==> src/rtl/agg_pkg.sv <==
package agg_pkg;

    typedef enum logic {
        CASC_QUIET  = 1'b0,
        CASC_RAISED = 1'b1
    } casc_state_e;

endpackage

==> src/rtl/agg_sync_edge.sv <==
module agg_sync_edge #(
    parameter int unsigned WIDTH  = 24,
    parameter int unsigned STAGES = 2
) (
    input  logic             clk,
    input  logic             rst_n,
    input  logic [WIDTH-1:0] din,
    output logic [WIDTH-1:0] sync_q,
    output logic [WIDTH-1:0] rise
);

    localparam int unsigned LAST = STAGES - 1;

    logic [WIDTH-1:0] stage_q [STAGES];
    logic [WIDTH-1:0] prev_q;

    always_ff @(posedge clk or negedge rst_n) begin
        if (!rst_n) begin
            for (int i = 0; i < STAGES; i++) begin
                stage_q[i] <= '0;
            end
            prev_q <= '0;
        end else begin
            stage_q[0] <= din;
            for (int i = 1; i < STAGES; i++) begin
                stage_q[i] <= stage_q[i-1];
            end
            prev_q <= stage_q[LAST];
        end
    end

    assign sync_q = stage_q[LAST];
    assign rise   = stage_q[LAST] & ~prev_q;

endmodule

==> src/rtl/agg_bank.sv <==
module agg_bank #(
    parameter int unsigned     WIDTH      = 8,
    parameter logic [WIDTH-1:0] LEVEL_BITS = '0
) (
    input  logic             clk,
    input  logic             rst_n,
    input  logic [WIDTH-1:0] sync_lvl,
    input  logic [WIDTH-1:0] rise,
    input  logic             enable_we,
    input  logic [WIDTH-1:0] wdata,
    input  logic             status_rd,
    output logic [WIDTH-1:0] status,
    output logic [WIDTH-1:0] enable_q,
    output logic [WIDTH-1:0] latch_q,
    output logic [WIDTH-1:0] pending
);

    logic [WIDTH-1:0] kept;
    logic [WIDTH-1:0] capture;

    // bits present before this edge are dropped by a status read
    assign kept    = status_rd ? '0 : latch_q;
    assign capture = rise & enable_q & ~LEVEL_BITS;

    always_ff @(posedge clk or negedge rst_n) begin
        if (!rst_n) begin
            latch_q  <= '0;
            enable_q <= '0;
        end else begin
            latch_q <= kept | capture;
            if (enable_we) begin
                enable_q <= wdata;
            end
        end
    end

    assign status  = (latch_q & ~LEVEL_BITS) | (sync_lvl & LEVEL_BITS);
    assign pending = status & enable_q;

endmodule

==> src/rtl/agg_cascade_fsm.sv <==
module agg_cascade_fsm
    import agg_pkg::*;
(
    input  logic clk,
    input  logic rst_n,
    input  logic any_pending,
    output logic cascade
);

    casc_state_e state_q;
    casc_state_e state_d;

    always_ff @(posedge clk or negedge rst_n) begin
        if (!rst_n) begin
            state_q <= CASC_QUIET;
        end else begin
            state_q <= state_d;
        end
    end

    always_comb begin
        state_d = state_q;
        unique case (state_q)
            CASC_QUIET:  if (any_pending)  state_d = CASC_RAISED;
            CASC_RAISED: if (!any_pending) state_d = CASC_QUIET;
            default:     state_d = CASC_QUIET;
        endcase
    end

    always_comb begin
        cascade = (state_q == CASC_RAISED);
    end

endmodule

==> src/rtl/cascade_irq_agg.sv <==
module cascade_irq_agg #(
    parameter int unsigned BANK_W      = 8,
    parameter int unsigned NUM_BANKS   = 3,
    parameter int unsigned LEVEL_SRC   = 11,
    parameter int unsigned SYNC_STAGES = 2,
    localparam int unsigned NUM_SRC    = BANK_W * NUM_BANKS,
    localparam int unsigned ADDR_W     = $clog2(2 * NUM_BANKS + 1)
) (
    input  logic               clk,
    input  logic               rst_n,
    input  logic [NUM_SRC-1:0] irq_in,
    input  logic [ADDR_W-1:0]  bus_addr,
    input  logic               bus_wr,
    input  logic [BANK_W-1:0]  bus_wdata,
    input  logic               bus_rd,
    output logic [BANK_W-1:0]  bus_rdata,
    output logic               cascade_irq
);

    localparam logic [ADDR_W-1:0] ADDR_LIMIT = ADDR_W'(2 * NUM_BANKS);

    logic [NUM_SRC-1:0] sync_lvl;
    logic [NUM_SRC-1:0] rise;
    logic [NUM_SRC-1:0] mask_all;
    logic [NUM_SRC-1:0] latch_all;
    logic [NUM_SRC-1:0] pend_all;
    logic [BANK_W-1:0]  status_b [NUM_BANKS];
    logic [BANK_W-1:0]  enable_b [NUM_BANKS];
    logic [ADDR_W-1:0]  sel_bank;
    logic               addr_hit;
    logic               pick_enable;
    logic               pend_any;
    logic [BANK_W-1:0]  rd_val;

    assign sel_bank    = bus_addr >> 1;
    assign addr_hit    = bus_addr < ADDR_LIMIT;
    assign pick_enable = bus_addr[0];

    agg_sync_edge #(
        .WIDTH (NUM_SRC),
        .STAGES(SYNC_STAGES)
    ) u_sync (
        .clk   (clk),
        .rst_n (rst_n),
        .din   (irq_in),
        .sync_q(sync_lvl),
        .rise  (rise)
    );

    for (genvar b = 0; b < NUM_BANKS; b++) begin : g_bank
        localparam logic [BANK_W-1:0] LV =
            ((LEVEL_SRC / BANK_W) == b) ? (BANK_W'(1) << (LEVEL_SRC % BANK_W)) : '0;
        logic hit_b;
        assign hit_b = addr_hit && (sel_bank == ADDR_W'(b));

        agg_bank #(
            .WIDTH     (BANK_W),
            .LEVEL_BITS(LV)
        ) u_bank (
            .clk      (clk),
            .rst_n    (rst_n),
            .sync_lvl (sync_lvl[b*BANK_W +: BANK_W]),
            .rise     (rise[b*BANK_W +: BANK_W]),
            .enable_we(bus_wr && hit_b && pick_enable),
            .wdata    (bus_wdata),
            .status_rd(bus_rd && hit_b && !pick_enable),
            .status   (status_b[b]),
            .enable_q (enable_b[b]),
            .latch_q  (latch_all[b*BANK_W +: BANK_W]),
            .pending  (pend_all[b*BANK_W +: BANK_W])
        );

        assign mask_all[b*BANK_W +: BANK_W] = enable_b[b];
    end

    assign pend_any = |pend_all;

    always_comb begin
        rd_val = '0;
        for (int b = 0; b < NUM_BANKS; b++) begin
            if (addr_hit && sel_bank == ADDR_W'(b)) begin
                rd_val = pick_enable ? enable_b[b] : status_b[b];
            end
        end
    end

    always_ff @(posedge clk or negedge rst_n) begin
        if (!rst_n) begin
            bus_rdata <= '0;
        end else begin
            bus_rdata <= bus_rd ? rd_val : '0;
        end
    end

    agg_cascade_fsm u_casc (
        .clk        (clk),
        .rst_n      (rst_n),
        .any_pending(pend_any),
        .cascade    (cascade_irq)
    );

endmodule

==> config.mk <==
export PLATFORM = sky130hd
export DESIGN_NAME = cascade_irq_agg
export DESIGN_NICKNAME = d
export VERILOG_FILES = /design/src/rtl/agg_pkg.sv /design/src/rtl/agg_sync_edge.sv /design/src/rtl/agg_bank.sv /design/src/rtl/agg_cascade_fsm.sv /design/src/rtl/cascade_irq_agg.sv
export SDC_FILE = /design/constraint.sdc
export NUM_CORES = 1
export LEC_CHECK = 0
export ABC_AREA = 1
export CAP_MARGIN = 20
export CELL_PAD_IN_SITES_DETAIL_PLACEMENT = 2
export CELL_PAD_IN_SITES_GLOBAL_PLACEMENT = 2
export CORE_MARGIN = 3
export CORE_UTILIZATION = 35
export CTS_CLUSTER_SIZE = 8
export DETAILED_ROUTE_END_ITERATION = 12
export DONT_BUFFER_PORTS = 1
export PLACE_DENSITY = 0.69
export SETUP_SLACK_MARGIN = 0.02
export SLEW_MARGIN = 30
export SYNTH_ARGS = -nofsm -noshare
export SYNTH_HDL_FRONTEND = slang
export SYNTH_SLANG_ARGS = --single-unit
==> constraint.sdc <==
create_clock -name clk -period 1.01 [get_ports clk]
set_input_delay 0.1515 -clock clk [delete_from_list [all_inputs] [get_ports clk]]
set_output_delay 0.1515 -clock clk [all_outputs]
set_load 0.01 [all_outputs]
### Word level (Yosys, flattened, before mapping)

Cells that the tools add are included.

* eq/ne operators: 2
* bitwise logic cells: 12
* muxes and demuxes: 11
* reduce and logical (&&, ||, !) cells: 18
* order comparisons: 1

Operators by type and width (count)
* 2-to-1 mux 8 bit: 10
* bitwise AND 8 bit: 6
* bitwise AND 24 bit: 1
* inverter 24 bit: 1
* bitwise OR 8 bit: 3
* OR reduction 24 bit: 1
* logical AND 1 bit: 15
* bitwise OR 8 x 4 -> 8 bit: 1
* zero test 3 bit: 1
* less-than comparator 3 bit (second input constant): 1
* == test 2 x 1 -> 1 bit (second input constant): 1
* == test 2 bit (second input constant): 1
* zero test 1 bit: 1
* 2-to-1 mux 1 bit: 1

* bits of input ports: 39
* output and inout bits: 9
* flip-flop bits (word level): 129
* word-level logic and storage cells: 55

### Logic depth before layout (Yosys ltp)

Gate-level depths: netlist of run 1.

* word-level depth: 6
* mapped depth: 9
* depth with buffers taken out: 7

### Hierarchy

A second synthesis of run 1 with hierarchy kept.

* cell total of the unflattened synthesis: 616
* area total of the unflattened synthesis: 5380.2 um2

By module, submodules not included
* agg_sync_edge: cells an instance 144, times used 1, seq. area each 1801.7 um2, area an instance 2222.1 um2
* agg_bank (g_bank[0].u_bank ...): cells an instance 91, times used 2, seq. area each 400.4 um2, area an instance 719.4 um2
* cascade_irq_agg: cells an instance 200, times used 1, seq. area each 200.2 um2, area an instance 999.7 um2
* agg_bank (g_bank[1].u_bank): cells an instance 89, times used 1, seq. area each 375.4 um2, area an instance 694.4 um2
* agg_cascade_fsm: cells an instance 1, times used 1, seq. area each 25.0 um2, area an instance 25.0 um2

### Least setup slack after synthesis of run 1

No wires, ideal clock.

* kind: input to register
* start: input bus_addr[2]
* end: register g_bank[0].u_bank.enable_q[5]
* stages on the path: 6
* arrival time: 0.890 ns
* setup time: 0.121 ns
* required time: 0.889 ns
* setup slack: -0.001 ns
* path buffers: 2
* cell sequence: buf_4 -> nor2_4 -> nand2_2 -> buf_2 -> nand2_1 -> o21ai_1

* cells in the longest elaborated chain, start to end: 4
* elaborated cells on any way between the ends: 5
* classes of those cells: 1 x order compare; 4 x reduce/logical

Ends and longest elaborated chain
* from (decl): RTL line cascade_irq_agg.sv:12 `input logic [ADDR_W-1:0] bus_addr,`
* less-than comparator 3 bit or zero test 3 bit (tied branches): RTL line cascade_irq_agg.sv:36, cascade_irq_agg.sv:54
* logical AND 1 bit (*): RTL line cascade_irq_agg.sv:54 `assign hit_b = addr_hit && (sel_bank == ADDR_W'(b));`
* logical AND 1 bit (*) (2 in a row): RTL line cascade_irq_agg.sv:64 `.enable_we(bus_wr && hit_b && pick_enable),`
* to (signal assigned): RTL line agg_bank.sv:32 `enable_q <= wdata;`
* to (decl): RTL line agg_bank.sv:13 `output logic [WIDTH-1:0] enable_q,`

Every way passes the cells marked *; elsewhere a longest branch is shown, timed or not.
A chain may end at the register's enable or synchronous reset.

### Worst setup path in the final report of run 1

* start: register g_bank[0].u_bank.enable_q[6]
* end: register bus_rdata[6]

* cells in the longest elaborated chain, start to end: 5

Ends and longest elaborated chain
* 2-to-1 mux 8 bit: RTL line cascade_irq_agg.sv:82 `rd_val = pick_enable ? enable_b[b] : status_b[b];`
* 2-to-1 mux 8 bit (3 in a row): RTL line cascade_irq_agg.sv:81 `if (addr_hit && sel_bank == ADDR_W'(b)) begin`
* 2-to-1 mux 8 bit: RTL line cascade_irq_agg.sv:91 `bus_rdata <= bus_rd ? rd_val : '0;`
* to (signal assigned): RTL line cascade_irq_agg.sv:91
* to (decl): RTL line cascade_irq_agg.sv:16 `output logic [BANK_W-1:0] bus_rdata,`

Every way passes these cells.

==> reports/metrics.cfg, run 1 <==
[timing]
period_share_pct=106
slew_headroom_pct=76.3
hold_violations=127
fmax_mhz=938
fin_ws_ns=-0.0561
worstMarginPinSlew_ns=0.354
rsz0062_at_grt=true
skew_ns=0.00497
setup_tns_ns=-0.101
whs_ns=-0.568
period_needed_ns=1.07
drv_slew=0
setup_violations=3

[worst_setup_path]
reg2reg_to=bus_rdata[6]$_DFF_PN0_
crit_chain=buf_4 > buf_6 > inv_4 > nand2_2 > nand3_2 > nand3_2 > nand2_1 > inv_1
r2r_slack_ns=-0.06
startpoint_type=register
cp-end-kind=register
critPathMostFrequentCell=nand3_2
crit_start=g_bank[0].u_bank.enable_q[6]$_DFFE_PN0P_
required_ns=1.32
worst-r2r-cell-count=8
crit_path_top_delay_cell=dfrtp_1
crit_fanout=3
r2r_start=g_bank[0].u_bank.enable_q[6]$_DFFE_PN0P_
crit_end=bus_rdata[6]$_DFF_PN0_
critPathArrivalTime_ns=1.38
worst-setup-path-type=reg -> reg
slowest_delay_ns=0.39

[layout]
drive_gt1_share_pct=19.2
antenna_cells=0
syn_to_final_growth_pct=29.8
final_cell_area_sq_mm=0.00602
final_common_cell=nand2_1
fin_nets=569
final_cell_mix=nand2_1 (145), dfrtp_1 (125), inv_1 (47), dlygate4sd3_1 (32), o21ai_1 (24)
stdcell_count=715

[detailed_routing]
dr_wl_met3_um=474
dr_total_vias=3336
drc=0
drtIter0Drc=159
wirelength_um=12800
drt_first_pass_iters=4
wl_met1_um=5560
wl_per_cell_um=17.9
post_drt_via_cell_ratio=4.67
dr_wl_met2_um=6560
drt.antenna.violating_nets=0
routed.top_layer=met4

[clocking]
cts_buffers=17
clk_pin_slew_ns=0.05
htree_levels=4
cts_num_sinks=127
clock_path_buffers=2
clk_latency_ns=0.42
cts_tree=done
cts-root-buf=clkbuf_16
hold_buffers=32

[pwr]
p_per_area_mw_per_mm2=2300
clkPwrFrac_pct=42.6
p_leak_nw=2.97
power.share.sequential_pct=44.5
vdd_drop_max_mv=2.34
p_switching_mw=3.66
p_comb_share_pct=12.9
p_int_mw=10.2
switching_share_pct=26.5

[global_route]
first_global_vias=3769
grt_max_degree=128
grt_first_pass_wirelength_um=20400
grt_overflow=0
antenna_found_initial=0
grt_usage_pct=18.9

[placed_design]
dpl_cell_area_sq_mm=0.00490
place_congestion=0.740
hpwl_um=8070
dp_cells=640
io_buffers=0

[floorplan]
row_count=41
initial_core_util_pct=36.3
die_y_um=121
ios=48
die_w_um=121
dieArea_sq_mm=0.0147
core_area_sq_mm=0.0128

[outcome]
violations=negative hold slack, negative setup slack
status=finished with violations

[synth]
yosysSeqAreaShare_pct=68.5
avgSynthCellArea_sq_um=9.96
yosys.area.top_type=dfrtp_1
yosys_warnings=0
synth_cell_types=21
ys_top_cells_by_area=dfrtp_1 (68%), nand2_1 (13%), inv_1 (4.7%)
ys_ff_latch=127
synth_area_sq_mm=0.00464
netlist_instances=466
synth_top_area_share_pct=68.5
synth_nets=505

[run]
drv_cap=0

[worst_hold_path]
holdCritPathClass=in -> async

registers in the layout, indices dropped and copies added, names as in the netlist:
| name | cells |
|---|---|
| u_sync.prev_q | 23 |
| u_casc.cascade | 1 |
| u_sync.sync_q | 24 |
| u_sync.stage_q | 24 |
| bus_rdata | 8 |
| g_bank.u_bank.latch_q | 23 |
| g_bank.u_bank.enable_q | 24 |
logic make-up (layout without fill, tap and decap cells):
kind of cell    count (synthesis)  in the layout  synth area share, %
compound gates                 55             55                 5.93
buf+inv                        71            148                 6.17
flops                         127            127                 68.5
simple gates                  213            213                 19.4
final cells by class:
type | instances | area [sq um]
tap | 172 | 215
clock buffer | 23 | 498
fill | 1301 | 6750
multi-input combinational | 268 | 1280
timing repair buffer | 54 | 513
clock inverter | 9 | 82.6
inverter | 62 | 250
sequential | 127 | 3180
worst min path at each step:
stage	startpoint	endpoint	depth (start not counted)
after global routing	rst_n	g_bank[2].u_bank.latch_q[5]$_DFF_PN0_	0
after detailed placement	rst_n	u_sync.prev_q[21]$_DFF_PN0_	0
after CTS	rst_n	u_sync.stage_q[43]$_DFF_PN0_	0
after floorplan	rst_n	bus_rdata[0]$_DFF_PN0_	0
final	rst_n	u_sync.prev_q[22]$_DFF_PN0_	0
after global placement	rst_n	u_sync.prev_q[22]$_DFF_PN0_	0
metrics by stage:
stage / util [%] / total power [mW] / setup WS (ns)
final: 47.2 / 13.8 / -0.0561
after global routing: 47.2 / 14.6 / -0.163
after global placement: 38.4 / 7.53 / -0.0241
after floorplan: - / 7.10 / 0.0223
after detailed placement: 38.4 / 7.62 / -0.0519
after CTS: 45.6 / 13.8 / -0.0345
power by group through the flow:
stage          clock network [mW]  registers, mW  logic (mW)
4_1_cts                      6.07           6.17        1.57
3_3_place_gp                    0           6.20        1.33
2_1_floorplan                   0           6.09        1.01
5_1_grt                      6.32           6.26        2.06
6_report                     5.89           6.16        1.79
3_5_place_dp                    0           6.23        1.39
cells in the mapped netlist:
master,count
a21oi_1,8
buf_2,5
buf_4,1
buf_6,1
clkbuf_1,2
dfrtp_1,127
inv_1,58
inv_2,3
inv_4,1
nand2_1,155
nand2_2,2
nand2_4,2
nand3_1,18
nand3b_1,5
nand4_1,2
nor2_1,25
nor2_4,1
nor2_8,1
nor3_2,2
o21ai_0,23
o21ai_1,24
repair_timing:
| item | in CTS | in global routing |
|---|---|---|
| setup endpoints to repair | 10 | 21 |
| pin swaps | 5 | 13 |
| gates resized for setup | 8 | 44 |
| endpoints found under the hold margin | 169 | 127 |
| buffers inserted | 1 | 10 |
per-layer routing:
metal,vias up,track usage [%]
li1,1565,-
met5,-,0
met1,1692,23.6
met4,0,6.30
met3,16,5.55
met2,63,31.4
worst max-delay path: cells and delay by family (launching register included):
kind          cells  cell delay, ns
buf+inv           4            0.33
simple gates      4            0.23
flops             1            0.39
No activity file was read; power rests on OpenSTA's default activity.
==> run 2, diff against run 1 <==
- PLACE_DENSITY: 0.69 -> 0.71
- RECOVER_POWER: unset -> 25
- clock period: 1.01 -> 0.9 ns (I/O delays scaled with it)
==> reports/metrics.cfg, run 2 (synthesized netlist as in run 1, its figures left out) <==
[pwr]
power_mw=16.6
vdd_drop_max_mv=1.58
p_per_area_mw_per_mm2=2540
switching_share_pct=27.4
clkPwrFrac_pct=39.7
p_leak_nw=3.18
p_comb_share_pct=17.6
p_switching_mw=4.54
power.share.sequential_pct=42.7
p_int_mw=12.0

[layout]
multi_input_area_sq_mm=0.00146
antenna_cells=0
syn_to_final_growth_pct=40.4
final_cell_area_sq_mm=0.00652
stdcell_count=749
fill_cells=1253
fin_nets=605
drive_gt1_share_pct=33.1
final_common_cell=nand2_1
regArea_sq_mm=0.00318
final_cell_mix=nand2_1 (128), dfrtp_1 (122), dlygate4sd3_1 (37), buf_4 (35), o21ai_1 (34)

[detailed_routing]
wl_per_cell_um=19.4
post_drt_via_cell_ratio=4.73
drt_first_pass_iters=4
drtIter0Drc=180
dr_total_vias=3544
wirelength_um=14500
drc=0
drt.antenna.violating_nets=0

[floorplan]
die_y_um=121
die_w_um=121
core_area_sq_mm=0.0128
ios=48
row_count=41
initial_core_util_pct=36.3
dieArea_sq_mm=0.0147

[worst_setup_path]
critPathArrivalTime_ns=1.41
r2r_slack_ns=-0.20
r2r_start=g_bank[0].u_bank.enable_q[1]$_DFFE_PN0P_
crit_fanout=3
crit_end=u_casc.cascade$_DFF_PN0_
reg2reg_to=u_casc.cascade$_DFF_PN0_
worst-setup-path-type=reg -> reg
cp-end-kind=register
startpoint_type=register
crit_start=g_bank[0].u_bank.enable_q[1]$_DFFE_PN0P_
required_ns=1.21
worst-r2r-cell-count=6

[clocking]
htree_levels=4
cts_tree=done
cts-root-buf=clkbuf_16
cts_num_sinks=127
cts_buffers=17
clk_latency_ns=0.42
clk_pin_slew_ns=0.06
clock_path_buffers=2

[placed_design]
hpwl_um=8500
io_buffers=0
dpl_cell_area_sq_mm=0.00513
dp_cells=664
place_congestion=0.772

[timing]
drv_slew=0
period_share_pct=122
rsz0062_at_grt=true
setup_violations=21
hold_violations=134
worstMarginPinSlew_ns=0.424
fin_ws_ns=-0.199
whs_ns=-0.593
fmax_mhz=910
period_needed_ns=1.10
skew_ns=0.00942
slew_headroom_pct=71.6

[outcome]
status=finished with violations
violations=negative hold slack, negative setup slack

[global_route]
grt_max_degree=128
grt_first_pass_wirelength_um=22700
antenna_found_initial=0
grt_overflow=0
first_global_vias=4059
grt_usage_pct=21.4

[run]
drv_cap=0

[worst_hold_path]
holdCritPathClass=in -> async

## run 2: per-layer routing
metal	track usage, %	vias to the layer above	wire [um]
met5	0	-	0
li1	-	1631	-
met2	35.8	56	7670
met1	25.8	1846	6130
met4	6.58	0	183
met3	7.65	11	567
## run 2: what timing repair did
| item | in CTS | in global routing |
|---|---|---|
| hold endpoints to repair | 181 | 136 |
| resized for setup | 64 | 79 |
| hold buffers | 36 | 1 |
| buffers inserted | 9 | 9 |
| gates cloned | 0 | 0 |
| pin swaps | 35 | 16 |
| endpoints found under the setup margin | 27 | 40 |
## run 2: critical path, cell delays in order, from the launching register on
cell and delay (ns):
dfrtp_1 0.41, nand2_1 0.10, nand2_1 0.09, nor2_2 0.13
nand2_1 0.09, nor2_1 0.11, nand2_1 0.06
## run 2: how the worst min path moves through the flow
stage / from / endpoint / slack, ns / cells after the start
2_1_floorplan: rst_n / bus_rdata[0]$_DFF_PN0_ / -0.16 / 0
3_3_place_gp: rst_n / u_sync.prev_q[17]$_DFF_PN0_ / -0.16 / 0
3_5_place_dp: rst_n / u_sync.sync_q[18]$_DFF_PN0_ / -0.16 / 0
4_1_cts: rst_n / u_sync.stage_q[44]$_DFF_PN0_ / -0.61 / 0
5_1_grt: rst_n / u_sync.prev_q[17]$_DFF_PN0_ / -0.62 / 0
6_report: rst_n / u_sync.prev_q[17]$_DFF_PN0_ / -0.59 / 0
## run 2: power groups by stage
stage / clock [mW] / combinational [mW] / sequential [mW]
floorplan: 0 / 1.16 / 6.83
global placement: 0 / 1.82 / 7.00
detailed placement: 0 / 1.92 / 7.05
CTS: 6.70 / 2.42 / 7.02
global route: 7.04 / 3.27 / 7.15
finish: 6.57 / 2.92 / 7.08
## run 2: cell type report
class	instances	area share, %
flip-flops and latches	127	48.9
multi-input cells	268	22.5
repair buffers	90	13.1
clock buffers	23	7.18
inverters	62	3.73
well taps	172	3.30
clock inverters	7	1.34
## run 2: stage by stage
| stage | util [%] | worst slack [ns] | setup TNS [ns] |
|---|---|---|---|
| after detailed placement | 40.2 | -0.125 | -0.529 |
| after global routing | 51.0 | -0.265 | -2.58 |
| after global placement | 40.2 | -0.120 | -0.314 |
| after CTS | 48.8 | -0.130 | -1.18 |
| after floorplan | - | 0.0170 | 0 |
| final | 51.0 | -0.199 | -1.35 |
==> run 3, diff against run 2 <==
- CAP_MARGIN: 20 -> 10
- CTS_BUF_LIST: unset -> sky130_fd_sc_hd__clkbuf_4
==> reports/metrics.cfg, run 3 (synthesized netlist as in run 1, its figures left out) <==
[timing]
whs_ns=-0.732
slew_headroom_pct=66.8
setup_tns_ns=-9.23
period_share_pct=129
drv_slew=0
fin_ws_ns=-0.261
fmax_mhz=862
rsz0062_at_grt=true
period_needed_ns=1.16
setup_violations=57
worstMarginPinSlew_ns=0.498
skew_ns=0.0183
hold_violations=140

[pwr]
p_per_area_mw_per_mm2=2180
vdd_drop_max_mv=1.14
power_mw=13.8
p_leak_nw=3.09

[clocking]
cts_num_sinks=127
cts_tree=done
clk_pin_slew_ns=0.11
clk_latency_ns=0.55
cts-root-buf=clkbuf_4
cts_buffers=17
clock_path_buffers=2
htree_levels=4

[worst_setup_path]
crit_fanout=16
crit_chain=dlygate4sd3_1 > inv_4 > nor2_8 > nand2_4 > nand2_1 > o21ai_1
critPathArrivalTime_ns=1.60
required_ns=1.34
cp-end-kind=register
worst-setup-path-type=in -> reg
startpoint_type=primary input
slowest_delay_ns=0.74
crit_path_top_delay_cell=dlygate4sd3_1

[floorplan]
ios=48
core_area_sq_mm=0.0128
initial_core_util_pct=36.3
row_count=41
die_w_um=121
dieArea_sq_mm=0.0147
die_y_um=121

[detailed_routing]
drtIter0Drc=157
dr_total_vias=3532
drt_first_pass_iters=4
wirelength_um=13800
wl_per_cell_um=18.4
post_drt_via_cell_ratio=4.70
drt.antenna.violating_nets=0
drc=0

[outcome]
violations=negative hold slack, negative setup slack
status=finished with violations

[worst_hold_path]
holdCritPathClass=in -> async

[placed_design]
place_congestion=0.772
hpwl_um=8500
dpl_cell_area_sq_mm=0.00513
io_buffers=0

[layout]
multi_input_area_sq_mm=0.00149
final_cell_area_sq_mm=0.00632
final_cell_mix=nand2_1 (129), dfrtp_1 (122), o21ai_1 (38), dlygate4sd3_1 (36), inv_1 (32)
syn_to_final_growth_pct=36.1
final_common_cell=nand2_1
drive_gt1_share_pct=33.7
fill_cells=1288
fin_nets=607
regArea_sq_mm=0.00318

[global_route]
antenna_found_initial=1
first_global_vias=3884
grt_first_pass_wirelength_um=21100
grt_overflow=0
grt_max_degree=128
grt_usage_pct=19.4

[run]
drv_cap=0

[run 3: cell types whose count changed in the layout (fill, tap and decap cells not counted), sizes merged]
| cell | change |
|---|---|
| buf | +2 |
| clkbuf | -2 |
| clkinv | +3 |
| diode | +1 |
| dlygate4sd3 | -1 |
| dlymetal6s4s | +1 |
| inv | -1 |
[run 3: path summary, 6_finish.rpt]
| check | slack (ns) | end | cells after the start | startpoint |
|---|---|---|---|---|
| worst max-delay path | -0.26 | g_bank[1].u_bank.enable_q[6]$_DFFE_PN0P_ | 6 | bus_addr[1] |
| min in group clk | -0.15 | bus_rdata[6]$_DFF_PN0_ | 5 | bus_addr[0] |
| worst min-delay path | -0.73 | g_bank[2].u_bank.enable_q[3]$_DFFE_PN0P_ | 0 | rst_n |
| worst min register to register | 0.34 | u_sync.sync_q[21]$_DFF_PN0_ | 0 | u_sync.stage_q[45]$_DFF_PN0_ |
| worst max register to register | -0.16 | u_casc.cascade$_DFF_PN0_ | 6 | g_bank[2].u_bank.enable_q[4]$_DFFE_PN0P_ |
| max in group asynchronous | 1.45 | g_bank[1].u_bank.latch_q[5]$_DFF_PN0_ | 0 | rst_n |
[run 3: worst max-delay path, delay by kind of cell]
kind / cells / cell delay (ns)
and+or+nand+nor: 3 / 0.54
buffers and inverters: 2 / 0.86
AOI/OAI and AO/OA: 1 / 0.07
[run 3: per-layer routing]
metal  routed length (um)  vias up  global-route usage, %
met1                 5750     1809                   24.1
met3                  740       13                   6.67
met5                    0        -                      0
met4                  165        0                   6.23
met2                 7160       66                   32.1
li1                     -     1644                      -
[run 3: per-stage QoR]
stage | setup WS [ns] | utilization, % | std cells
floorplan | 0.0170 | - | 466
global placement | -0.120 | 40.2 | 664
detailed placement | -0.125 | 40.2 | 664
CTS | -0.305 | 46.2 | 739
global route | -0.342 | 49.5 | 752
finish | -0.261 | 49.5 | 752
[run 3: what timing repair did]
action | 4_1_cts | 5_1_grt
setup endpoints to repair | 25 | 64
cloned | 0 | 0
endpoints found under the hold margin | 203 | 159
hold buffers | 36 | 2
pin swaps | 37 | 38
gates resized for setup | 51 | 113
buffers inserted | 9 | 12
[run 3: power breakdown]
part	internal (mW)	switching (mW)	total [mW]	leakage, nW
clock	1.70	2.05	3.75	0.144
sequential	6.41	0.606	7.02	1.50
combinational	1.51	1.50	3.01	1.45
[run 3: area by class of cell]
cell class                      count  share of cell area, %
Sequential cell                   127                   50.4
Multi-Input combinational cell    268                   23.5
Timing Repair Buffer               92                   14.6
Inverter                           62                   4.04
Tap cell                          172                   3.41
Clock buffer                       21                   2.50
Clock inverter                      9                   1.50
Antenna cell                        1                 0.0396
